`src/rtl/epp_pkg.sv`:
```
package epp_pkg;
  typedef enum logic [1:0] {ST_IDLE, ST_SETUP, ST_STROBE, ST_HOLD} epp_state_e;
  localparam logic [1:0] ADDR_STAT  = 2'd0;
  localparam logic [1:0] ADDR_MODE  = 2'd1;
  localparam logic [1:0] ADDR_APORT = 2'd2;
  localparam logic [1:0] ADDR_DPORT = 2'd3;
  localparam logic [2:0] MODE_EPP   = 3'b100;
  localparam logic [7:0] ABORT_BYTE = 8'hFF;
endpackage

```
`src/rtl/epp_sync.sv`:
```
module epp_sync #(
  parameter int unsigned STAGES = 2
) (
  input  logic clk_i,
  input  logic rst_ni,
  input  logic d_i,
  output logic q_o
);
  logic [STAGES-1:0] chain_q;

  generate
    if (STAGES == 1) begin : g_one
      always_ff @(posedge clk_i or negedge rst_ni)
        if (!rst_ni) chain_q <= '0;
        else         chain_q <= d_i;
    end else begin : g_many
      always_ff @(posedge clk_i or negedge rst_ni)
        if (!rst_ni) chain_q <= '0;
        else         chain_q <= {chain_q[STAGES-2:0], d_i};
    end
  endgenerate

  assign q_o = chain_q[STAGES-1];
endmodule

```
`src/rtl/epp_watchdog.sv`:
```
module epp_watchdog #(
  parameter int unsigned TMO_CYCLES = 2500000
) (
  input  logic clk_i,
  input  logic rst_ni,
  input  logic enable_i,
  input  logic run_i,
  output logic expired_o
);
  localparam int unsigned CW = $clog2(TMO_CYCLES + 1);
  localparam logic [CW-1:0] LAST = CW'(TMO_CYCLES - 1);

  logic [CW-1:0] cnt_q;
  logic          active;

  assign active    = enable_i && run_i;
  assign expired_o = active && (cnt_q == LAST);

  // counter is held at zero outside EPP mode and between cycles
  always_ff @(posedge clk_i or negedge rst_ni)
    if (!rst_ni)                  cnt_q <= '0;
    else if (!active || expired_o) cnt_q <= '0;
    else                           cnt_q <= cnt_q + 1'b1;

  a_r7_bounded: assert property (@(posedge clk_i) disable iff (!rst_ni)
    cnt_q <= LAST);
  a_r10_held_off: assert property (@(posedge clk_i) disable iff (!rst_ni)
    !enable_i |=> cnt_q == '0);
endmodule

```
`src/rtl/epp_regs.sv`:
```
module epp_regs
  import epp_pkg::*;
(
  input  logic       clk_i,
  input  logic       rst_ni,
  input  logic       mode_we_i,
  input  logic [2:0] mode_d_i,
  input  logic       stat_we_i,
  input  logic       stat_clr_i,
  input  logic       tmo_set_i,
  output logic [2:0] mode_o,
  output logic       tmo_flag_o,
  output logic       epp_mode_o
);
  always_ff @(posedge clk_i or negedge rst_ni)
    if (!rst_ni)        mode_o <= '0;
    else if (mode_we_i) mode_o <= mode_d_i;

  // set wins over a simultaneous clear
  always_ff @(posedge clk_i or negedge rst_ni)
    if (!rst_ni)                       tmo_flag_o <= 1'b0;
    else if (tmo_set_i)                tmo_flag_o <= 1'b1;
    else if (stat_we_i && stat_clr_i)  tmo_flag_o <= 1'b0;

  assign epp_mode_o = (mode_o == MODE_EPP);

  a_r7_flag_set: assert property (@(posedge clk_i) disable iff (!rst_ni)
    tmo_set_i |=> tmo_flag_o);
  a_r9_keep: assert property (@(posedge clk_i) disable iff (!rst_ni)
    tmo_flag_o && !(stat_we_i && stat_clr_i) |=> tmo_flag_o);
endmodule

```
`src/rtl/epp_cycle_fsm.sv`:
```
module epp_cycle_fsm
  import epp_pkg::*;
(
  input  logic       clk_i,
  input  logic       rst_ni,
  input  logic       host_req_i,
  input  logic       host_we_i,
  input  logic [1:0] host_addr_i,
  input  logic [7:0] host_wdata_i,
  output logic [7:0] host_rdata_o,
  output logic       host_ack_o,
  input  logic       epp_mode_i,
  input  logic [2:0] mode_i,
  input  logic       tmo_flag_i,
  output logic       mode_we_o,
  output logic       stat_we_o,
  input  logic       wait_s_i,
  input  logic       expired_i,
  output logic       run_o,
  output logic       tmo_set_o,
  output logic [7:0] pd_o,
  input  logic [7:0] pd_i,
  output logic       pd_oe_o,
  output logic       wr_line_no,
  output logic       addr_strobe_no,
  output logic       data_strobe_no
);
  epp_state_e state_q;
  logic       is_wr_q, is_addr_q;
  logic [7:0] wbyte_q;
  logic       accept, port_sel, port_go, reg_wr;

  assign accept   = host_req_i && !host_ack_o && (state_q == ST_IDLE);
  assign port_sel = (host_addr_i == ADDR_APORT) || (host_addr_i == ADDR_DPORT);
  assign port_go  = accept && port_sel && epp_mode_i;
  assign reg_wr   = accept && host_we_i;

  assign mode_we_o = reg_wr && (host_addr_i == ADDR_MODE);
  assign stat_we_o = reg_wr && (host_addr_i == ADDR_STAT);
  assign run_o     = (state_q == ST_STROBE) || (state_q == ST_HOLD);
  assign tmo_set_o = expired_i;

  always_ff @(posedge clk_i or negedge rst_ni) begin
    if (!rst_ni) begin
      state_q      <= ST_IDLE;
      is_wr_q      <= 1'b0;
      is_addr_q    <= 1'b0;
      wbyte_q      <= '0;
      host_ack_o   <= 1'b0;
      host_rdata_o <= '0;
    end else begin
      host_ack_o <= 1'b0;
      unique case (state_q)
        ST_IDLE: begin
          if (port_go) begin
            is_wr_q      <= host_we_i;
            is_addr_q    <= (host_addr_i == ADDR_APORT);
            wbyte_q      <= host_wdata_i;
            host_rdata_o <= '0;
            state_q      <= ST_SETUP;
          end else if (accept) begin
            host_ack_o <= 1'b1;
            if (host_we_i) host_rdata_o <= '0;
            else begin
              unique case (host_addr_i)
                ADDR_STAT: host_rdata_o <= {7'b0, tmo_flag_i};
                ADDR_MODE: host_rdata_o <= {mode_i, 5'b0};
                default:   host_rdata_o <= '0;
              endcase
            end
          end
        end
        ST_SETUP: state_q <= ST_STROBE;
        ST_STROBE: begin
          if (expired_i) begin
            host_ack_o   <= 1'b1;
            host_rdata_o <= is_wr_q ? 8'h00 : ABORT_BYTE;
            state_q      <= ST_IDLE;
          end else if (wait_s_i) begin
            if (!is_wr_q) host_rdata_o <= pd_i;
            state_q <= ST_HOLD;
          end
        end
        ST_HOLD: begin
          if (expired_i) begin
            host_ack_o   <= 1'b1;
            host_rdata_o <= is_wr_q ? 8'h00 : ABORT_BYTE;
            state_q      <= ST_IDLE;
          end else if (!wait_s_i) begin
            host_ack_o <= 1'b1;
            state_q    <= ST_IDLE;
          end
        end
        default: state_q <= ST_IDLE;
      endcase
    end
  end

  always_comb begin
    pd_oe_o        = is_wr_q && (state_q != ST_IDLE);
    wr_line_no     = !pd_oe_o;
    pd_o           = wbyte_q;
    addr_strobe_no = !((state_q == ST_STROBE) && is_addr_q);
    data_strobe_no = !((state_q == ST_STROBE) && !is_addr_q);
  end

  a_r3_one_strobe: assert property (@(posedge clk_i) disable iff (!rst_ni)
    addr_strobe_no || data_strobe_no);
  a_r4_setup: assert property (@(posedge clk_i) disable iff (!rst_ni)
    ($fell(addr_strobe_no) || $fell(data_strobe_no)) && pd_oe_o
      |-> $past(pd_oe_o) && !$past(wr_line_no));
  a_r2_quiet: assert property (@(posedge clk_i) disable iff (!rst_ni)
    !epp_mode_i && !run_o |-> addr_strobe_no && data_strobe_no);
  a_r6_ack_pulse: assert property (@(posedge clk_i) disable iff (!rst_ni)
    host_ack_o |=> !host_ack_o);
  a_r6_hold_strobe: assert property (@(posedge clk_i) disable iff (!rst_ni)
    !(addr_strobe_no && data_strobe_no) && !wait_s_i && !expired_i
      |=> !(addr_strobe_no && data_strobe_no));
endmodule

```
`src/rtl/epp_engine.sv`:
```
module epp_engine
  import epp_pkg::*;
#(
  parameter int unsigned TMO_CYCLES  = 2500000,
  parameter int unsigned SYNC_STAGES = 2
) (
  input  logic       clk_i,
  input  logic       rst_ni,
  input  logic       host_req_i,
  input  logic       host_we_i,
  input  logic [1:0] host_addr_i,
  input  logic [7:0] host_wdata_i,
  output logic [7:0] host_rdata_o,
  output logic       host_ack_o,
  output logic [7:0] pd_o,
  input  logic [7:0] pd_i,
  output logic       pd_oe_o,
  output logic       wr_line_no,
  output logic       addr_strobe_no,
  output logic       data_strobe_no,
  input  logic       periph_wait_i
);
  logic       wait_s, expired, run, tmo_set;
  logic       mode_we, stat_we, epp_mode, tmo_flag;
  logic [2:0] mode;

  epp_sync #(.STAGES(SYNC_STAGES)) u_sync (
    .clk_i, .rst_ni, .d_i(periph_wait_i), .q_o(wait_s)
  );

  epp_watchdog #(.TMO_CYCLES(TMO_CYCLES)) u_wdog (
    .clk_i, .rst_ni, .enable_i(epp_mode), .run_i(run), .expired_o(expired)
  );

  epp_regs u_regs (
    .clk_i, .rst_ni,
    .mode_we_i(mode_we), .mode_d_i(host_wdata_i[7:5]),
    .stat_we_i(stat_we), .stat_clr_i(host_wdata_i[0]),
    .tmo_set_i(tmo_set),
    .mode_o(mode), .tmo_flag_o(tmo_flag), .epp_mode_o(epp_mode)
  );

  epp_cycle_fsm u_fsm (
    .clk_i, .rst_ni,
    .host_req_i, .host_we_i, .host_addr_i, .host_wdata_i,
    .host_rdata_o, .host_ack_o,
    .epp_mode_i(epp_mode), .mode_i(mode), .tmo_flag_i(tmo_flag),
    .mode_we_o(mode_we), .stat_we_o(stat_we),
    .wait_s_i(wait_s), .expired_i(expired), .run_o(run), .tmo_set_o(tmo_set),
    .pd_o, .pd_i, .pd_oe_o, .wr_line_no, .addr_strobe_no, .data_strobe_no
  );

  a_r7_abort_flag: assert property (@(posedge clk_i) disable iff (!rst_ni)
    expired |=> tmo_flag && host_ack_o);
endmodule

```
`config.mk`:
```
export PLATFORM = sky130hd
export DESIGN_NAME = epp_engine
export DESIGN_NICKNAME = d
export VERILOG_FILES = /design/src/rtl/epp_pkg.sv /design/src/rtl/epp_sync.sv /design/src/rtl/epp_watchdog.sv /design/src/rtl/epp_regs.sv /design/src/rtl/epp_cycle_fsm.sv /design/src/rtl/epp_engine.sv
export SDC_FILE = /design/constraint.sdc
export NUM_CORES = 1
export LEC_CHECK = 0
export ABC_AREA = 1
export BUFFER_PORTS_ARGS = -buffer_cell sky130_fd_sc_hd__buf_2
export CORE_MARGIN = 2
export CORE_UTILIZATION = 60
export DETAILED_ROUTE_END_ITERATION = 10
export GPL_TIMING_DRIVEN = 0
export PLACE_DENSITY = 0.85
export SKIP_LAST_GASP = 1
export SYNTH_ARGS = -nofsm -noshare
export SYNTH_HDL_FRONTEND = slang
export SYNTH_SLANG_ARGS = --single-unit
```
`constraint.sdc`:
```
create_clock -name clk_i -period 3.6 [get_ports clk_i]
set_input_delay 0.18 -clock clk_i [delete_from_list [all_inputs] [get_ports clk_i]]
set_output_delay 0.18 -clock clk_i [all_outputs]
set_load 0.005 [all_outputs]
```
==> results of run 1 <==
-- cell usage in the layout, fill, tap and decap left out, drive strengths merged --
cell / n
nor2: 46
o221ai: 1
nand4: 6
buf: 44
nand2: 101
a21oi: 8
nand3: 27
o21ai: 13
dlygate4sd3: 1
xnor2: 3
and3: 1
nor3b: 1
o2111ai: 1
a31oi: 1
ha: 1
clkbuf: 10
xor2: 7
clkinv: 1
nor3: 16
dfrtp: 49
inv: 34
-- power by group --
group | leakage [nW] | total [W] | internal (W) | switching (W)
Clock | 0.0542 | 0.000354 | 0.000174 | 0.000180
Combinational | 0.727 | 0.000500 | 0.000199 | 0.000301
Sequential | 0.660 | 0.000754 | 0.000672 | 0.0000824
-- routing by layer --
| layer | part of all wire | vias to the layer above | wire [microns] | global-route usage |
|---|---|---|---|---|
| li1 | - | 1124 | - | - |
| met1 | 0.44 | 1057 | 2510 | 0.379 |
| met2 | 0.47 | 95 | 2660 | 0.393 |
| met3 | 0.081 | 8 | 461 | 0.0584 |
| met4 | 0.012 | 0 | 67 | 0.0775 |
| met5 | 0 | - | 0 | 0 |
-- per-stage QoR --
step,std cells,utilization,hold WS (ns),worst slack (ns)
CTS,422,0.723,0.0693,1.68
detailed placement,413,0.695,0.290,1.71
global placement,413,0.695,0.291,1.74
global route,422,0.723,0.0840,1.49
floorplan,320,-,-0.116,1.95
finish,422,0.723,0.0683,1.67
-- worst max-delay path: cells and delay by family (launching register included) --
family	cells	cell delay (ns)
fa+ha+maj	1	0.31
simple gates	8	0.75
flops	1	0.43
buf+inv	2	0.33
-- cell families after synthesis --
family	Yosys count	share of synthesized area
buf+inv	38	0.0625
compound gates	24	0.0515
simple gates	198	0.356
fa+ha+maj	1	0.00500
flops	49	0.490
xor+xnor	10	0.0350
-- final cells by class --
cell class                 count  area, sq um
clock inverter                 1         5.00
buffer                         4         26.3
fill                         307         1110
clock buffer                   7         96.3
multi-input combinational    233         1120
inverter                      34          130
timing repair buffer          44          225
sequential                    49         1230
tap                           50         62.6
-- final timing paths --
check | start | to | slack, ns
max | u_wdog.cnt_q[0] | u_fsm.host_rdata_o[7] | 1.67
min | rst_ni | u_wdog.cnt_q[2] | 0.07
max reg2reg | u_wdog.cnt_q[0] | u_fsm.host_rdata_o[7] | 1.67
min reg2reg | u_sync.chain_q[0] | u_sync.chain_q[1] | 0.36
max in group asynchronous | rst_ni | u_fsm.is_wr_q | 2.88
min in group clk_i | host_wdata_i[4] | u_fsm.pd_o[4] | 0.07
-- sequential cells by signal, indices dropped and copies added (netlist names) --
signal              cells
u_fsm.pd_o              8
u_sync.chain_q          2
u_regs.tmo_flag_o       1
u_fsm.is_wr_q           1
u_fsm.state_q           2
u_wdog.cnt_q           22
u_fsm.is_addr_q         1
u_fsm.host_rdata_o      8
u_fsm.host_ack_o        1
u_regs.mode_o           3
==> summary.txt, run 1 <==
Crit end category = flip-flop
Router iterations before antenna repair = 4
Final Hold Vio Count = 0
CTS resizes = 0
TritonCTS clock tree = yes
Initial antenna violation count = 0
Startpoint Class = flip-flop
Post-CTS Repair Setup Buffers = 0
Largest net degree at the start of global routing = 50
Post-synth ARST share = 1.00
Syn Nets = 344
Critical path arrival = 2.12 ns
GPL Wtd Cong = 0.938
Clock Pin Slew Worst Setup and Hold Paths = 0.08 ns
DPL Wire Length = 4120 microns
Tot Pwr = 0.00161 W
Vias in the first global route = 1999
Post-synth EDFFs = 0
Clk_skew = 0.0119 ns
Max_slew headroom = 0.292
Cell Pwr Density = 556 nW/um^2
Top_reg_cell synth = dfrtp_1
Worst R2R Path Depth = 11
Status = complete, no violations
Fraction of layout instances using a drive strength above 1 = 0.172
Layout overhead on the synthesized area = 15.5%
Finish-stage setup viols = 0
Die area = 4700 sq um
Slowest CP cell = dfrtp_1
Max Buffers Root-to-Sink = 2
Slew Limit Fails = 0
Seq/Total Area, Yosys = 0.490
Starting density of the core = 0.626
Initial drt markers = 269
Hold Crit Class = input pin to asynchronous set/reset pin
Max-cap violations = 0
Peak VDD IR = 0.341 mV
Final worst path period need = 1.93 ns
Synth Instances = 320
Die Y = 68.6 microns
Achievable frequency = 0.519 GHz
Slew @ Worst Pin = 1.06 ns
Total wire length = 5700 microns
Post-route DRC = 0
Crit path kind = flip-flop to flip-flop
DR vias/cell = 5.41
Final worst path period share = 0.535
H-Tree Depth = 2
RSZ-0062 raised after global routing = false
Core ar. = 4000 sq um
Crit-path max cell delay = 0.43 ns
Rows = 23
Synth Warn # = 0
Hold Buf Count CTS = 1
Cell area after layout = 2890 sq um
Number of buffers created by CTS = 5
Die W = 68.6 microns
Top-area cell type share of the netlist area = 0.490
Top-count cell post-synth = nand2_1
Pleak = 1.44 nW
Worst-Skew Late Latency = 0.30 ns
Final #Nets = 395
CTS Root Cell = clkbuf_8
Synth top area cells = dfrtp_1 49%, nand2_1 15%, nor2_1 6.6%
Crit path cell chain = ha_1 -> nand3_2 -> inv_4 -> nand2_4 -> nor2_4 -> nand3_4 -> clkbuf_8 -> nand3_1 -> nand3_1 -> nand2_1 -> nand2_1
ANT nets after route = 0
Post-route setup TNS = 0 ns
Aggregate global routing overflow = 0
Top cell type by total area after synthesis = dfrtp_1
Placed cell area = 2780 sq um
N_diodes = 0
Critical path fanouts, max = 10
Drt wl/cell = 13.5 microns
First-pass GRT wire length = 9140 microns
Clk sink count = 49
Syn_area_per_cell = 7.82 sq um
Worst path required time = 3.79 ns
Post-synth cell types = 27
Io pins = 44
Gr usage total = 0.262
Most frequent cells after synthesis = 97 x nand2_1, 49 x dfrtp_1, 44 x nor2_1
Cell Area, Synth = 2500 sq um
Flops & latches, synth = 49
Vias post-DR = 2284
I/O Buffers = 43
Note: power is estimated with default switching activity, not from simulation.
==> run 2, diff against run 1 <==
- CORE_UTILIZATION: 60 -> 55
- PLACE_DENSITY: 0.85 -> 0.79
- clock period: 3.6 -> 2 ns (I/O delays scaled with it)
==> run 2 against run 1 <==
  * The flow now finishes with violations (hold timing)
  * Clock power up 63%
  * Maximum frequency up 4.9%
  * Clock skew down 0.0064 ns
  * Combinational power up 78%
  * Cell count up 0.95%
  * Core utilization down 5.6 points
  * Sequential share of layout area down 0.16 points
  * Critical path depth down 2
  * Wire length down 2.2%
  * Largest power group unchanged
  * Highest routed layer unchanged
==> summary.txt, run 2 (same netlist as run 1, synthesis figures left out) <==
Critical path arrival = 2.02 ns
Max-cap violations = 0
Final Hold Vio Count = 37
Core ar. = 4350 sq um
Initial drt markers = 150
Startpoint Class = flip-flop
Die area = 5110 sq um
Status = finished with violations
Post-route DRC = 0
Slew Limit Fails = 0
Max_slew headroom = 0.294
First-pass GRT wire length = 9640 microns
Initial antenna violation count = 0
Die Y = 71.5 microns
Number of buffers created by CTS = 5
Critical path fanouts, max = 10
DR vias/cell = 5.28
Peak VDD IR = 0.776 mV
Layout overhead on the synthesized area = 16.1%
ANT nets after route = 0
Aggregate global routing overflow = 0
Worst path required time = 2.19 ns
TritonCTS clock tree = yes
Largest Register = u_wdog.cnt_q
Slowest CP cell = dfrtp_2
Worst reg2reg startpoint = u_wdog.cnt_q[0]
GPL Wtd Cong = 0.904
Clock Pin Slew Worst Setup and Hold Paths = 0.09 ns
N_diodes = 0
Clk_skew = 0.00552 ns
H-Tree Depth = 2
Pleak = 1.44 nW
Largest net degree at the start of global routing = 50
Crit end category = flip-flop
Vias in the first global route = 2100
Max reg flops = 22
Crit path cell chain = ha_2 -> nand3_2 -> inv_4 -> nand2_4 -> nor2_4 -> nand2_1 -> nand2_2 -> buf_2 -> nor2_1
I/O Buffers = 43
R2r setup slk = 0.16 ns
Fill cells = 362
Vias post-DR = 2248
Hold Crit Class = input pin to asynchronous set/reset pin
CTS Root Cell = clkbuf_8
Worst-Skew Late Latency = 0.30 ns
Total wire length = 5580 microns
Finish-stage setup viols = 0
Worst R2R Path Depth = 9
Worst reg2reg endpoint = u_wdog.cnt_q[13]
Final worst path period need = 1.84 ns
Drt wl/cell = 13.1 microns
Router iterations before antenna repair = 5
Cell Pwr Density = 970 nW/um^2
Post-CTS Repair Setup Buffers = 0
Rows = 24
Post-route setup TNS = 0 ns
Clk sink count = 49
Crit-path max cell delay = 0.41 ns
Fraction of layout instances using a drive strength above 1 = 0.179
DPL Wire Length = 4140 microns
Starting density of the core = 0.575
Commonest non-fill, non-tap cell in the layout = nand2_1
Crit path kind = flip-flop to flip-flop
Failing checks = hold timing
Achievable frequency = 0.544 GHz
Io pins = 44
Die W = 71.5 microns
RSZ-0062 raised after global routing = false
Most frequent cells in the layout = 96 x nand2_1, 48 x dfrtp_1, 44 x nor2_1, 44 x buf_2, 33 x inv_1
Gr usage total = 0.238
Slew @ Worst Pin = 1.06 ns
Max Buffers Root-to-Sink = 2
Final worst path period share = 0.918
Tightest hold margin = -0.00910 ns
Final #Nets = 397
-- run 2: cell types whose count changed in the layout (fill, tap and decap cells not counted), sizes merged --
cell,delta
clkbuf,-2
dlygate4sd3,+2
clkinv,+1
clkinvlp,+1
-- run 2: worst max-delay path by stage --
stage	startpoint	endpoint	slack, ns	cells after the start
after floorplan	u_wdog.cnt_q[0]	u_fsm.host_rdata_o[0]	0.35	11
after global placement	u_wdog.cnt_q[0]	u_wdog.cnt_q[13]	0.14	9
after detailed placement	u_wdog.cnt_q[0]	u_wdog.cnt_q[13]	0.10	9
after CTS	u_wdog.cnt_q[0]	u_wdog.cnt_q[13]	0.09	9
after global routing	u_wdog.cnt_q[0]	u_fsm.host_rdata_o[2]	0.006	10
final	u_wdog.cnt_q[0]	u_wdog.cnt_q[13]	0.16	9
-- run 2: timing repair --
| action | 4_1_cts | 5_1_grt |
|---|---|---|
| endpoints found under the hold margin | 3 | 0 |
| hold buffers | 3 | 0 |
| setup endpoints to repair | 0 | 24 |
| gates resized for setup | 0 | 3 |
-- run 2: final cells by class --
type	count	area, sq um	share of cell area
sequential	49	1230	0.422
multi-input combinational	233	1120	0.387
timing repair buffer	46	245	0.0844
inverter	34	130	0.0448
clock buffer	5	68.8	0.0237
tap	52	65.1	0.0224
buffer	4	26.3	0.00904
clock inverter	3	17.5	0.00603
-- run 2: stage by stage --
step / utilization / std cells / instance area [sq um] / power (W) / setup WS [ns]
CTS: 0.666 / 426 / 2900 / 0.00283 / 0.0851
global route: 0.667 / 426 / 2910 / 0.00303 / 0.00627
global placement: 0.639 / 415 / 2780 / 0.00222 / 0.139
floorplan: - / 320 / 2500 / 0.00192 / 0.350
detailed placement: 0.639 / 415 / 2780 / 0.00226 / 0.104
finish: 0.667 / 426 / 2910 / 0.00282 / 0.163
-- run 2: power by group --
| group | switching, W | internal (W) | total, W |
|---|---|---|---|
| logic | 0.000529 | 0.000362 | 0.000891 |
| registers | 0.000141 | 0.00121 | 0.00135 |
| clock network | 0.000334 | 0.000242 | 0.000576 |
| total | 0.00100 | 0.00181 | 0.00282 |
-- run 2: worst max-delay path, delay by kind of cell, from the launching register on --
kind	cells	cell delay, ns
adders and majority gates	1	0.25
buffers and inverters	2	0.40
DFF	1	0.41
and+or+nand+nor	6	0.65
-- run 2: per-layer routing --
metal  GRT usage  share of wire  routed length [microns]  vias up
li1            -              -                        -     1128
met1       0.357           0.46                     2560     1027
met2       0.358           0.45                     2530       83
met3      0.0450          0.071                      395       10
met4      0.0608          0.017                       93        0
met5           0              0                        0        -
